### src/rtl/div_pkg.sv
// Package: shared types for the sequential divider.
// Assumes nothing beyond standard SystemVerilog.
package div_pkg;

    // Sequencer phases of one division
    typedef enum logic [1:0] {
        PH_IDLE  = 2'd0,
        PH_SHIFT = 2'd1,
        PH_LOOP  = 2'd2,
        PH_FIX   = 2'd3
    } div_phase_e;

endpackage

### src/rtl/div_operand_prep.sv
// Module: div_operand_prep
// Turns the raw operands into magnitudes and sign flags. In unsigned mode
// the operands pass through unchanged and both sign flags read 0.
// Assumes two's complement encoding; the most negative value maps to its
// own bit pattern, which is its correct unsigned magnitude.
module div_operand_prep #(
    parameter int WIDTH = 32
) (
    input  logic             signed_i,
    input  logic [WIDTH-1:0] dividend_i,
    input  logic [WIDTH-1:0] divisor_i,
    output logic [WIDTH-1:0] dvd_mag_o,
    output logic [WIDTH-1:0] dvs_mag_o,
    output logic             dvd_neg_o,
    output logic             dvs_neg_o
);

    // Sign extraction and magnitude conversion
    always_comb begin
        dvd_neg_o = signed_i & dividend_i[WIDTH-1];
        dvs_neg_o = signed_i & divisor_i[WIDTH-1];
        dvd_mag_o = dvd_neg_o ? (~dividend_i + 1'b1) : dividend_i;
        dvs_mag_o = dvs_neg_o ? (~divisor_i + 1'b1) : divisor_i;
    end

endmodule

### src/rtl/div_ctrl.sv
// Module: div_ctrl
// Sequencer: accepts a start when idle, runs one pre-shift cycle, WIDTH
// loop cycles and one fix-up cycle, then returns to idle.
// Assumes start_i is ignored whenever the sequencer is not idle.
module div_ctrl
    import div_pkg::*;
#(
    parameter int WIDTH = 32
) (
    input  logic clk,
    input  logic rst_n,
    input  logic start_i,
    output logic load_o,
    output logic preshift_o,
    output logic step_o,
    output logic fix_o,
    output logic busy_o
);

    localparam int CNT_W = (WIDTH > 1) ? $clog2(WIDTH) : 1;
    localparam logic [CNT_W-1:0] LAST_STEP = CNT_W'(WIDTH - 1);

    div_phase_e       phase_q;
    logic [CNT_W-1:0] cnt_q;

    // Phase decode into datapath strobes
    always_comb begin
        busy_o     = (phase_q != PH_IDLE);
        load_o     = (phase_q == PH_IDLE) && start_i;
        preshift_o = (phase_q == PH_SHIFT);
        step_o     = (phase_q == PH_LOOP);
        fix_o      = (phase_q == PH_FIX);
    end

    // Phase register and loop counter
    always_ff @(posedge clk) begin
        if (!rst_n) begin
            phase_q <= PH_IDLE;
            cnt_q   <= '0;
        end else begin
            unique case (phase_q)
                PH_IDLE: begin
                    if (start_i) phase_q <= PH_SHIFT;
                    cnt_q <= '0;
                end
                PH_SHIFT: phase_q <= PH_LOOP;
                PH_LOOP: begin
                    if (cnt_q == LAST_STEP) begin
                        phase_q <= PH_FIX;
                        cnt_q   <= '0;
                    end else begin
                        cnt_q <= cnt_q + 1'b1;
                    end
                end
                PH_FIX: phase_q <= PH_IDLE;
                default: phase_q <= PH_IDLE;
            endcase
        end
    end

    AST_CNT_IDLE_ZERO: assert property (@(posedge clk) disable iff (!rst_n)
        (phase_q != PH_LOOP) |-> (cnt_q == '0));
    AST_LOOP_ADVANCE: assert property (@(posedge clk) disable iff (!rst_n)
        (step_o && cnt_q != LAST_STEP) |=> (step_o && cnt_q == $past(cnt_q) + 1'b1));
    AST_START_NO_EFFECT: assert property (@(posedge clk) disable iff (!rst_n)
        (busy_o && !fix_o && start_i) |=> busy_o);

endmodule

### src/rtl/div_iter_core.sv
// Module: div_iter_core
// Shift-register datapath. An extra carry bit above the upper half keeps
// the bit shifted out, so partial remainders up to twice the divisor fit.
// Loop step: trial-subtract the divisor from {carry, upper}; keep the
// difference and shift in 1, or keep the old value (restore) and shift in 0.
// Assumes load, preshift and step are mutually exclusive.
module div_iter_core #(
    parameter int WIDTH = 32
) (
    input  logic             clk,
    input  logic             rst_n,
    input  logic             load_i,
    input  logic             preshift_i,
    input  logic             step_i,
    input  logic             fix_i,
    input  logic [WIDTH-1:0] dvd_mag_i,
    input  logic [WIDTH-1:0] dvs_mag_i,
    output logic [WIDTH-1:0] rem_raw_o,
    output logic [WIDTH-1:0] quo_raw_o
);

    logic             carry_q;
    logic [WIDTH-1:0] hi_q;
    logic [WIDTH-1:0] lo_q;
    logic [WIDTH-1:0] dvs_q;
    logic [WIDTH+1:0] trial;
    logic             trial_neg;

    // Trial subtraction on the widened partial remainder
    always_comb begin
        trial     = {1'b0, carry_q, hi_q} - {2'b00, dvs_q};
        trial_neg = trial[WIDTH+1];
    end

    // Shift register and divisor register updates
    always_ff @(posedge clk) begin
        if (!rst_n) begin
            carry_q <= 1'b0;
            hi_q    <= '0;
            lo_q    <= '0;
            dvs_q   <= '0;
        end else if (load_i) begin
            carry_q <= 1'b0;
            hi_q    <= '0;
            lo_q    <= dvd_mag_i;
            dvs_q   <= dvs_mag_i;
        end else if (preshift_i) begin
            {carry_q, hi_q, lo_q} <= {hi_q, lo_q, 1'b0};
        end else if (step_i) begin
            if (trial_neg) begin
                {carry_q, hi_q, lo_q} <= {hi_q, lo_q, 1'b0};
            end else begin
                {carry_q, hi_q, lo_q} <= {trial[WIDTH-1:0], lo_q, 1'b1};
            end
        end
    end

    // Undo the extra shift on the remainder half only
    always_comb begin
        rem_raw_o = {carry_q, hi_q[WIDTH-1:1]};
        quo_raw_o = lo_q;
    end

    AST_PRESHIFT_NO_CARRY: assert property (@(posedge clk) disable iff (!rst_n)
        preshift_i |=> !carry_q);
    AST_REM_BELOW_DIVISOR: assert property (@(posedge clk) disable iff (!rst_n)
        (fix_i && dvs_q != '0) |-> (rem_raw_o < dvs_q));

endmodule

### src/rtl/div_result.sv
// Module: div_result
// Captures the operation's sign context at load. On the fix-up cycle it
// applies sign correction, or the zero-divisor override, into the output
// registers and raises the done pulse.
// Assumes load_i and fix_i never coincide.
module div_result #(
    parameter int WIDTH = 32
) (
    input  logic             clk,
    input  logic             rst_n,
    input  logic             load_i,
    input  logic             fix_i,
    input  logic [WIDTH-1:0] dividend_i,
    input  logic [WIDTH-1:0] dvs_mag_i,
    input  logic             dvd_neg_i,
    input  logic             dvs_neg_i,
    input  logic [WIDTH-1:0] rem_raw_i,
    input  logic [WIDTH-1:0] quo_raw_i,
    output logic [WIDTH-1:0] quotient_o,
    output logic [WIDTH-1:0] remainder_o,
    output logic             div_zero_o,
    output logic             done_o
);

    logic             neg_quo_q;
    logic             neg_rem_q;
    logic             zero_q;
    logic [WIDTH-1:0] dvd_raw_q;
    logic [WIDTH-1:0] quo_fix;
    logic [WIDTH-1:0] rem_fix;

    // Sign context captured with the operands
    always_ff @(posedge clk) begin
        if (!rst_n) begin
            neg_quo_q <= 1'b0;
            neg_rem_q <= 1'b0;
            zero_q    <= 1'b0;
            dvd_raw_q <= '0;
        end else if (load_i) begin
            neg_quo_q <= dvd_neg_i ^ dvs_neg_i;
            neg_rem_q <= dvd_neg_i;
            zero_q    <= (dvs_mag_i == '0);
            dvd_raw_q <= dividend_i;
        end
    end

    // Sign correction and zero-divisor override
    always_comb begin
        if (zero_q) begin
            quo_fix = '1;
            rem_fix = dvd_raw_q;
        end else begin
            quo_fix = neg_quo_q ? (~quo_raw_i + 1'b1) : quo_raw_i;
            rem_fix = neg_rem_q ? (~rem_raw_i + 1'b1) : rem_raw_i;
        end
    end

    // Output registers and done pulse
    always_ff @(posedge clk) begin
        if (!rst_n) begin
            quotient_o  <= '0;
            remainder_o <= '0;
            div_zero_o  <= 1'b0;
            done_o      <= 1'b0;
        end else begin
            done_o <= fix_i;
            if (fix_i) begin
                quotient_o  <= quo_fix;
                remainder_o <= rem_fix;
                div_zero_o  <= zero_q;
            end
        end
    end

    AST_DONE_ONE_CYCLE: assert property (@(posedge clk) disable iff (!rst_n)
        done_o |=> !done_o);
    AST_ZERO_ALL_ONES: assert property (@(posedge clk) disable iff (!rst_n)
        (done_o && div_zero_o) |-> (quotient_o == '1));

endmodule

### src/rtl/restoring_divider.sv
// Module: restoring_divider (top)
// Multi-cycle restoring divider, one quotient bit per cycle, with unsigned
// and signed modes. Result latency is WIDTH + 2 edges after an accepted start.
// Assumes operands are only sampled on the accepting edge.
module restoring_divider #(
    parameter int WIDTH = 32
) (
    input  logic             clk,
    input  logic             rst_n,
    input  logic             start_i,
    input  logic             signed_i,
    input  logic [WIDTH-1:0] dividend_i,
    input  logic [WIDTH-1:0] divisor_i,
    output logic             busy_o,
    output logic             done_o,
    output logic [WIDTH-1:0] quotient_o,
    output logic [WIDTH-1:0] remainder_o,
    output logic             div_zero_o
);

    logic             load;
    logic             preshift;
    logic             step;
    logic             fix;
    logic [WIDTH-1:0] dvd_mag;
    logic [WIDTH-1:0] dvs_mag;
    logic             dvd_neg;
    logic             dvs_neg;
    logic [WIDTH-1:0] rem_raw;
    logic [WIDTH-1:0] quo_raw;

    div_operand_prep #(.WIDTH(WIDTH)) u_prep (
        .signed_i   (signed_i),
        .dividend_i (dividend_i),
        .divisor_i  (divisor_i),
        .dvd_mag_o  (dvd_mag),
        .dvs_mag_o  (dvs_mag),
        .dvd_neg_o  (dvd_neg),
        .dvs_neg_o  (dvs_neg)
    );

    div_ctrl #(.WIDTH(WIDTH)) u_ctrl (
        .clk        (clk),
        .rst_n      (rst_n),
        .start_i    (start_i),
        .load_o     (load),
        .preshift_o (preshift),
        .step_o     (step),
        .fix_o      (fix),
        .busy_o     (busy_o)
    );

    div_iter_core #(.WIDTH(WIDTH)) u_core (
        .clk        (clk),
        .rst_n      (rst_n),
        .load_i     (load),
        .preshift_i (preshift),
        .step_i     (step),
        .fix_i      (fix),
        .dvd_mag_i  (dvd_mag),
        .dvs_mag_i  (dvs_mag),
        .rem_raw_o  (rem_raw),
        .quo_raw_o  (quo_raw)
    );

    div_result #(.WIDTH(WIDTH)) u_result (
        .clk         (clk),
        .rst_n       (rst_n),
        .load_i      (load),
        .fix_i       (fix),
        .dividend_i  (dividend_i),
        .dvs_mag_i   (dvs_mag),
        .dvd_neg_i   (dvd_neg),
        .dvs_neg_i   (dvs_neg),
        .rem_raw_i   (rem_raw),
        .quo_raw_i   (quo_raw),
        .quotient_o  (quotient_o),
        .remainder_o (remainder_o),
        .div_zero_o  (div_zero_o),
        .done_o      (done_o)
    );

    AST_BUSY_ENDS_WITH_DONE: assert property (@(posedge clk) disable iff (!rst_n)
        $fell(busy_o) |-> done_o);
    AST_DONE_NOT_BUSY: assert property (@(posedge clk) disable iff (!rst_n)
        done_o |-> !busy_o);
    AST_OUT_HOLD: assert property (@(posedge clk) disable iff (!rst_n)
        !done_o |-> ($stable(quotient_o) && $stable(remainder_o) && $stable(div_zero_o)));

endmodule

### config.mk
export PLATFORM = sky130hd
export DESIGN_NAME = restoring_divider
export DESIGN_NICKNAME = d
export VERILOG_FILES = /design/src/rtl/div_pkg.sv /design/src/rtl/div_operand_prep.sv /design/src/rtl/div_ctrl.sv /design/src/rtl/div_iter_core.sv /design/src/rtl/div_result.sv /design/src/rtl/restoring_divider.sv
export SDC_FILE = /design/constraint.sdc
export NUM_CORES = 1
export LEC_CHECK = 0
export ABC_AREA = 1
export BUFFER_PORTS_ARGS = -buffer_cell sky130_fd_sc_hd__buf_4
export CAP_MARGIN = 20
export CORE_ASPECT_RATIO = 0.75
export CORE_UTILIZATION = 40
export DETAILED_ROUTE_END_ITERATION = 16
export PLACE_DENSITY = 0.69
export SETUP_SLACK_MARGIN = 0.02
export SYNTH_ARGS = -nofsm -noshare
export SYNTH_HDL_FRONTEND = slang
export SYNTH_HIERARCHICAL = 1
export SYNTH_SLANG_ARGS = --single-unit
export TNS_END_PERCENT = 1
### constraint.sdc
create_clock -name clk -period 2.45 [get_ports clk]
set_clock_uncertainty 0.2 [all_clocks]
set_input_delay 0.245 -clock clk [delete_from_list [all_inputs] [get_ports clk]]
set_output_delay 0.245 -clock clk [all_outputs]
set_load 0.1 [all_outputs]
Yosys cells after proc, flatten, opt, wreduce, memory -nomap -nowiden --
Index checks and enable logic that the tools add are counted. W data, S select, Z words.
Word-level totals: register bits 205, input port bits 68, output and inout bits 67, word-level logic and storage cells 64
Operators by class: add/subtract/negate cells 6, eq/ne operators 6, multiplexer cells 21, bitwise operators 8, reduce and logical (&&, ||, !) cells 9
Operator list (number):
- $mux W32 | 12
- $add A32 B1 Y32 const B | 4
- $not A32 Y32 | 4
- $sub A33 B32 Y34 | 1
- $logic_not A32 Y1 | 1
- $pmux W5 S2 | 1
- $pmux W2 S4 | 1
- $reduce_bool A2 Y1 | 3
- $add A5 B1 Y5 const B | 1
- $eq A5 B5 Y1 const B | 1
- $mux W5 | 1
- $eq A2 B2 Y1 const B | 2
- $mux W1 | 4
- $mux W2 | 2
- $reduce_bool A3 Y1 | 1
- $and A1 B1 Y1 | 2
- $eq A2 B1 Y1 const B | 1
- $logic_not A2 Y1 | 1
- $ne A2 B1 Y1 const B | 1
- $ne A2 B2 Y1 const B | 1
- $reduce_and A2 Y1 | 1
- $reduce_or A2 Y1 | 1
- $logic_and A1 B1 Y1 | 1
- $not A1 Y1 | 1
- $xor A1 B1 Y1 | 1

Depth between registers and ports, before layout --
depth in word-level cells 5, mapped depth 18, gate-level depth less buffers 17

Hierarchy --
Netlist, hierarchy kept.
By module, submodules not included:
- div_iter_core | instances 1, cells an instance 1031, area an instance 6468.7 um^2
- div_result | instances 1, cells an instance 891, area an instance 5748.0 um^2
- div_operand_prep | instances 1, cells an instance 450, area an instance 2063.2 um^2
- div_ctrl | instances 1, cells an instance 57, area an instance 414.1 um^2

Worst setup path after synthesis --
OpenSTA, ideal clock, no wires.
path kind reg-to-reg, from reg u_core.hi_q[0], to reg u_core.hi_q[19], setup time 0.056 ns, data arrival time 1.923 ns, required time 2.194 ns, path slack 0.272 ns, cell stages (with the launch flop) 17, path buffers 0, path through dfxtp_1 inv_1 ha_1 inv_1 fa_1 nand3_1 nand3_1 nand2_1 nand2_1 nand2_1 nand2_1 a21oi_1 xor2_1 nand2_1 nand3_1 nand2_1 inv_1
Between the ends: longest elaborated chain between the ends 4
Ends and longest elaborated chain:
- start: declaration | RTL line div_iter_core.sv:23 | logic [WIDTH-1:0] hi_q;
- start signal: assignment | RTL line div_iter_core.sv:48 | {carry_q, hi_q, lo_q} <= {hi_q, lo_q, 1'b0};
- start signal: assignment | RTL line div_iter_core.sv:51 | {carry_q, hi_q, lo_q} <= {hi_q, lo_q, 1'b0};
- start signal: assignment | RTL line div_iter_core.sv:53 | {carry_q, hi_q, lo_q} <= {trial[WIDTH-1:0], lo_q, 1'b1};
- $sub A33 B32 Y34 | RTL line div_iter_core.sv:31 | trial = {1'b0, carry_q, hi_q} - {2'b00, dvs_q};
- $mux W32 | RTL line div_iter_core.sv:50 | if (trial_neg) begin
- $mux W32 | RTL line div_iter_core.sv:49 | end else if (step_i) begin
- $mux W32 | RTL line div_iter_core.sv:47 | end else if (preshift_i) begin
Every way passes these cells. The select of a mux whose other input is x is not followed. A chain may end at the register's enable or synchronous reset.

Worst setup path in the final report --
from reg u_core.dvs_q[15], to reg u_core.hi_q[1]
Between the ends: longest elaborated chain between the ends 4
Ends and longest elaborated chain:
- start: declaration | RTL line div_iter_core.sv:25 | logic [WIDTH-1:0] dvs_q;
- start signal: assignment | RTL line div_iter_core.sv:46 | dvs_q <= dvs_mag_i;
- $sub A33 B32 Y34 | RTL line div_iter_core.sv:31
- $mux W32 | RTL line div_iter_core.sv:50
- $mux W32 | RTL line div_iter_core.sv:49
- $mux W32 | RTL line div_iter_core.sv:47
Every way passes these cells. The select of a mux whose other input is x is not followed.

==> results.txt <==
----------------------------------------------------
[Synth]
  Post-synthesis instance area ... roughly 0.015 mm^2
  Sequential cell area fraction in the yosys report ... around 28%
  Syn_nets ... 2541
  Synthesis-stage register bit count ... about 210
  Main area contributors after synthesis ... sky130_fd_sc_hd__dfxtp_1 (28%), sky130_fd_sc_hd__nand2_1 (19%), sky130_fd_sc_hd__inv_1 (7.6%)
  Synthesis Warnings ... 6
  Fraction of post-synthesis cell area in the top cell type by area ... between 20% and 30%
  Instance count of the mapped netlist ... between 2000 and 2500
  Cell type with the largest total area after synthesis ... sky130_fd_sc_hd__dfxtp_1
  Post-synthesis async set-or-reset flop share ... 0%
  Number of enable flip-flop cells after synthesis ... 0
  Distinct cell type count of the synthesized netlist ... 46
  Post-synthesis average cell area ... between 6 and 7 um^2
  Synth Flop Type ... sky130_fd_sc_hd__dfxtp_1

[Floorplan]
  Number of placement rows ... 60
  Die outline height ... approximately 170 um
  Die extent in x ... about 220 um
  Area of the die ... around 0.038 mm^2
  Starting Density ... 40.78%
  Core region area ... around 0.036 mm^2
  Number of ports placed on the die boundary ... 135

[Worst setup path]
  Number of cells traversed by the worst register-to-register path ... 17
  CP arrival ... between 2000 and 3000 ps
  Crit path cell chain ... inv_1 -> ha_1 -> nand2_2 -> inv_1 -> nand2_1 -> nand2_1 -> inv_1 -> nand2_1 -> inv_2 -> nand2_2 -> nand2_4 -> a21oi_4 -> buf_12 -> buf_12 -> nand2_1 -> o21ai_0 -> a21oi_1
  Critical path's largest stage delay ... about 350 ps
  Endpoint kind of the worst setup timing path ... register
  Crit path kind ... register to register
  Most numerous cell on the critical path ... sky130_fd_sc_hd__nand2_1
  Worst path slowest cell ... sky130_fd_sc_hd__ha_1
  Critical path startpoint category ... register
  Flop-to-flop setup slack ... ~3.3 ps
  Worst r2r src ... u_core/dvs_q[15]
  Critical path peak fanout ... 9
  CP Data Required Time ... approximately 2700 ps
  Launching element of the worst setup path ... u_core/dvs_q[15]
  Worst reg2reg path endpoint ... u_core/hi_q[1]

[Timing]
  Worst slew margin ... a little over two fifths
  Setup repair after global routing missed its margin ... true
  Aggregate negative setup slack ... 0 ps
  Min Clock Period, post-route ... roughly 2400 ps
  Worst hold margin ... 50.67 ps
  Achievable Freq ... about 400 MHz
  Final count of pins violating max slew ... 0
  Transition time of the tightest slew-check pin ... between 800 and 900 ps
  Setup violators final ... 0
  Count of final hold-check violations ... 0
  Period utilisation layout ... between 90% and 100%

[Min path]
  Number of instances on the worst hold path ... 5
  Worst hold-check path type ... input port to register
  Hold path startpoint ... divisor_i[1]
  Destination of the worst hold path ... u_core/dvs_q[1]

[Global routing]
  Gr ovfl total ... 0
  First-pass GRT wire length ... 80560 um
  Total global-route track usage ... 26.84%
  Antenna violations before repair ... 0
  Number of global-route vias before repair ... 14830
  Largest net degree at the start of global routing ... between 60 and 70

[Clock network]
  Root cell of the clock tree ... sky130_fd_sc_hd__clkbuf_16
  Count of H-tree levels built during CTS ... 1
  Clk_lat worst skew ... between 500 and 600 ps
  Clock buffers created by TritonCTS ... 23
  Clock slew at reported path FFs ... 60 ps
  Number of buffers between clock root and the deepest sink ... 3
  Number of sinks driven by the clock tree ... 205
  CTS tree ... built

[Cells and area]
  Most frequent cells in the layout ... sky130_fd_sc_hd__nand2_1 (720), sky130_fd_sc_hd__inv_1 (298), sky130_fd_sc_hd__nor2_1 (267)
  Area added between synthesis and finish ... 23.71%
  Number of diodes ... 0
  Final core occ ... approximately half
  Non-filler cells in the finished layout ... 3118
  Most common cell after layout, fill and taps aside ... sky130_fd_sc_hd__nand2_1
  Number of nets in the finished design ... 2748
  Share of final-layout standard cells stronger than drive strength 1 ... ~16%

[Placed design]
  Dpl hpwl ... a little over 40000 um
  Number of input and output port buffers inserted ... about 130
  Dpl cells ... 3019
  Routability congestion estimate from global placement ... 0.9767

[Pwr]
  Tot Pwr ... 30.41 mW
  LEAKAGE ... 8.797 nW
  Power density over the cells ... ~1700 mW/mm^2
  Largest voltage drop on the vdd net ... 0.8906 mV

[Routing]
  Routed len/inst ... between 15 and 20 um
  Number of DRC violations after detailed-routing iteration 0 ... between 2000 and 2500
  Total number of vias ... about 17000
  TritonRoute pass-1 iters ... 6
  Total Routed Length ... ~52000 um
  Via density per instance ... 5.323
  # DRC ... 0
  Number of nets with antenna violations after routing ... 0

[Status]
  Run status ... finished, final reports clean

[Run]
  Number of maximum-capacitance constraint violations ... 0

----------------------------------------------------
what timing repair did:
| action | 4_1_cts | 5_1_grt |
|---|---|---|
| hold buffers | 53 | 0 |
| cloned | 0 | 3 |
| buffers inserted | 0 | 1 |
| endpoints found under the hold margin | 89 | 0 |
| pin swaps | 0 | 8 |
| setup endpoints to repair | 12 | 36 |
| resized for setup | 5 | 41 |
worst max-delay path: cells and delay by family (launching register included):
kind                     cells  cell delay (ps)
adder cells (fa/ha/maj)      1              350
AO/OA/AOI/OAI                3              350
AND/OR/NAND/NOR              7              600
buffers and inverters        6              520
flip-flops                   1              300
Yosys cell counts, types with 2 or more instances:
| cell type | number |
|---|---|
| sky130_fd_sc_hd__ha_1 | 43 |
| sky130_fd_sc_hd__o221ai_1 | 11 |
| sky130_fd_sc_hd__or2_2 | 5 |
| sky130_fd_sc_hd__nor4_1 | 9 |
| sky130_fd_sc_hd__clkinv_1 | 4 |
| sky130_fd_sc_hd__dfxtp_1 | 205 |
| sky130_fd_sc_hd__nand4_1 | 28 |
| sky130_fd_sc_hd__buf_6 | 3 |
| sky130_fd_sc_hd__a22oi_1 | 15 |
| sky130_fd_sc_hd__o21ai_2 | 5 |
| sky130_fd_sc_hd__o21bai_1 | 3 |
| sky130_fd_sc_hd__nand3_2 | 5 |
| sky130_fd_sc_hd__clkbuf_1 | 50 |
| sky130_fd_sc_hd__a31oi_1 | 47 |
| sky130_fd_sc_hd__nand3b_1 | 8 |
| sky130_fd_sc_hd__buf_2 | 19 |
| sky130_fd_sc_hd__nor2_2 | 24 |
| sky130_fd_sc_hd__nand2_2 | 15 |
| sky130_fd_sc_hd__buf_4 | 41 |
| sky130_fd_sc_hd__a21oi_1 | 137 |
| sky130_fd_sc_hd__a22o_1 | 17 |
| sky130_fd_sc_hd__xnor2_1 | 18 |
| sky130_fd_sc_hd__nand2_1 | 731 |
| sky130_fd_sc_hd__nor2_4 | 11 |
| sky130_fd_sc_hd__a21o_1 | 3 |
| sky130_fd_sc_hd__nor3_1 | 16 |
| sky130_fd_sc_hd__nand2_4 | 4 |
| sky130_fd_sc_hd__or2_0 | 2 |
| sky130_fd_sc_hd__nand3_1 | 158 |
| sky130_fd_sc_hd__o21ai_0 | 132 |
| sky130_fd_sc_hd__xor2_1 | 38 |
| sky130_fd_sc_hd__inv_2 | 17 |
| sky130_fd_sc_hd__inv_1 | 299 |
| sky130_fd_sc_hd__nor2_1 | 277 |
| sky130_fd_sc_hd__o21ai_1 | 18 |
per-stage QoR:
stage          setup slack (ps)  cell area [um^2]
6_report                  3.332             18180
5_1_grt                  -129.7             18180
3_3_place_gp             -27.31             16560
2_1_floorplan             271.7             14690
3_5_place_dp             -109.0             16560
4_1_cts                   20.48             17890
cell type report:
type | instances | area, um^2
clock buffers | 29 | 648.1
clock inverters | 13 | 126.4
fillers | 3721 | 17860
inverters | 320 | 1201
multi-input cells | 1790 | 8997
flip-flops and latches | 205 | 4105
well taps | 465 | 581.8
repair buffers | 296 | 2519
flip-flops by register name (all words and copies together), names as in the netlist:
name,flops
u_core/carry_q,1
u_core/dvs_q,32
u_core/hi_q,32
u_core/quo_raw_o,32
u_ctrl/cnt_q,5
u_ctrl/phase_q,2
u_result/div_zero_o,1
u_result/done_o,1
u_result/dvd_raw_q,32
u_result/neg_quo_q,1
u_result/neg_rem_q,1
u_result/quotient_o,32
u_result/remainder_o,32
u_result/zero_q,1
layer usage:
layer / up-vias / track usage [%] / part of all wire, %
li1: 8161 / - / -
met5: - / 0 / 0
met2: 752 / 36.88 / 38
met1: 7623 / 42.32 / 50
met3: 60 / 5.410 / 10
met4: 0 / 4.884 / 1.6
where the power goes:
group | total [mW] | switching (mW) | internal, mW
Clock | 3.61 | 1.53 | 2.09
Combinational | 21.8 | 14.2 | 7.65
Sequential | 5.00 | 0.754 | 4.24
Total | 30.4 | 16.4 | 14.0
worst max-delay path by stage:
| stage | end | slack [ps] | cells past startpoint |
|---|---|---|---|
| finish | u_core/hi_q[1] | 3 | 17 |
| global route | u_core/hi_q[1] | -130 | 15 |
| global placement | u_result/zero_q | -30 | 14 |
| floorplan | u_core/hi_q[19] | 270 | 16 |
| CTS | u_core/hi_q[31] | 20 | 17 |
| detailed placement | u_result/zero_q | -110 | 14 |
cells by family after synthesis:
kind of cell               after synthesis  synth area share, %
buffers and inverters                  435                12.55
xor gates and xnor gates                56                3.338
DFF                                    205                27.93
adders and majority gates               44                3.798
AOI/OAI and AO/OA                      393                15.14
and+or+nand+nor                       1296                37.24
No activity file was read; power rests on OpenSTA's default activity.
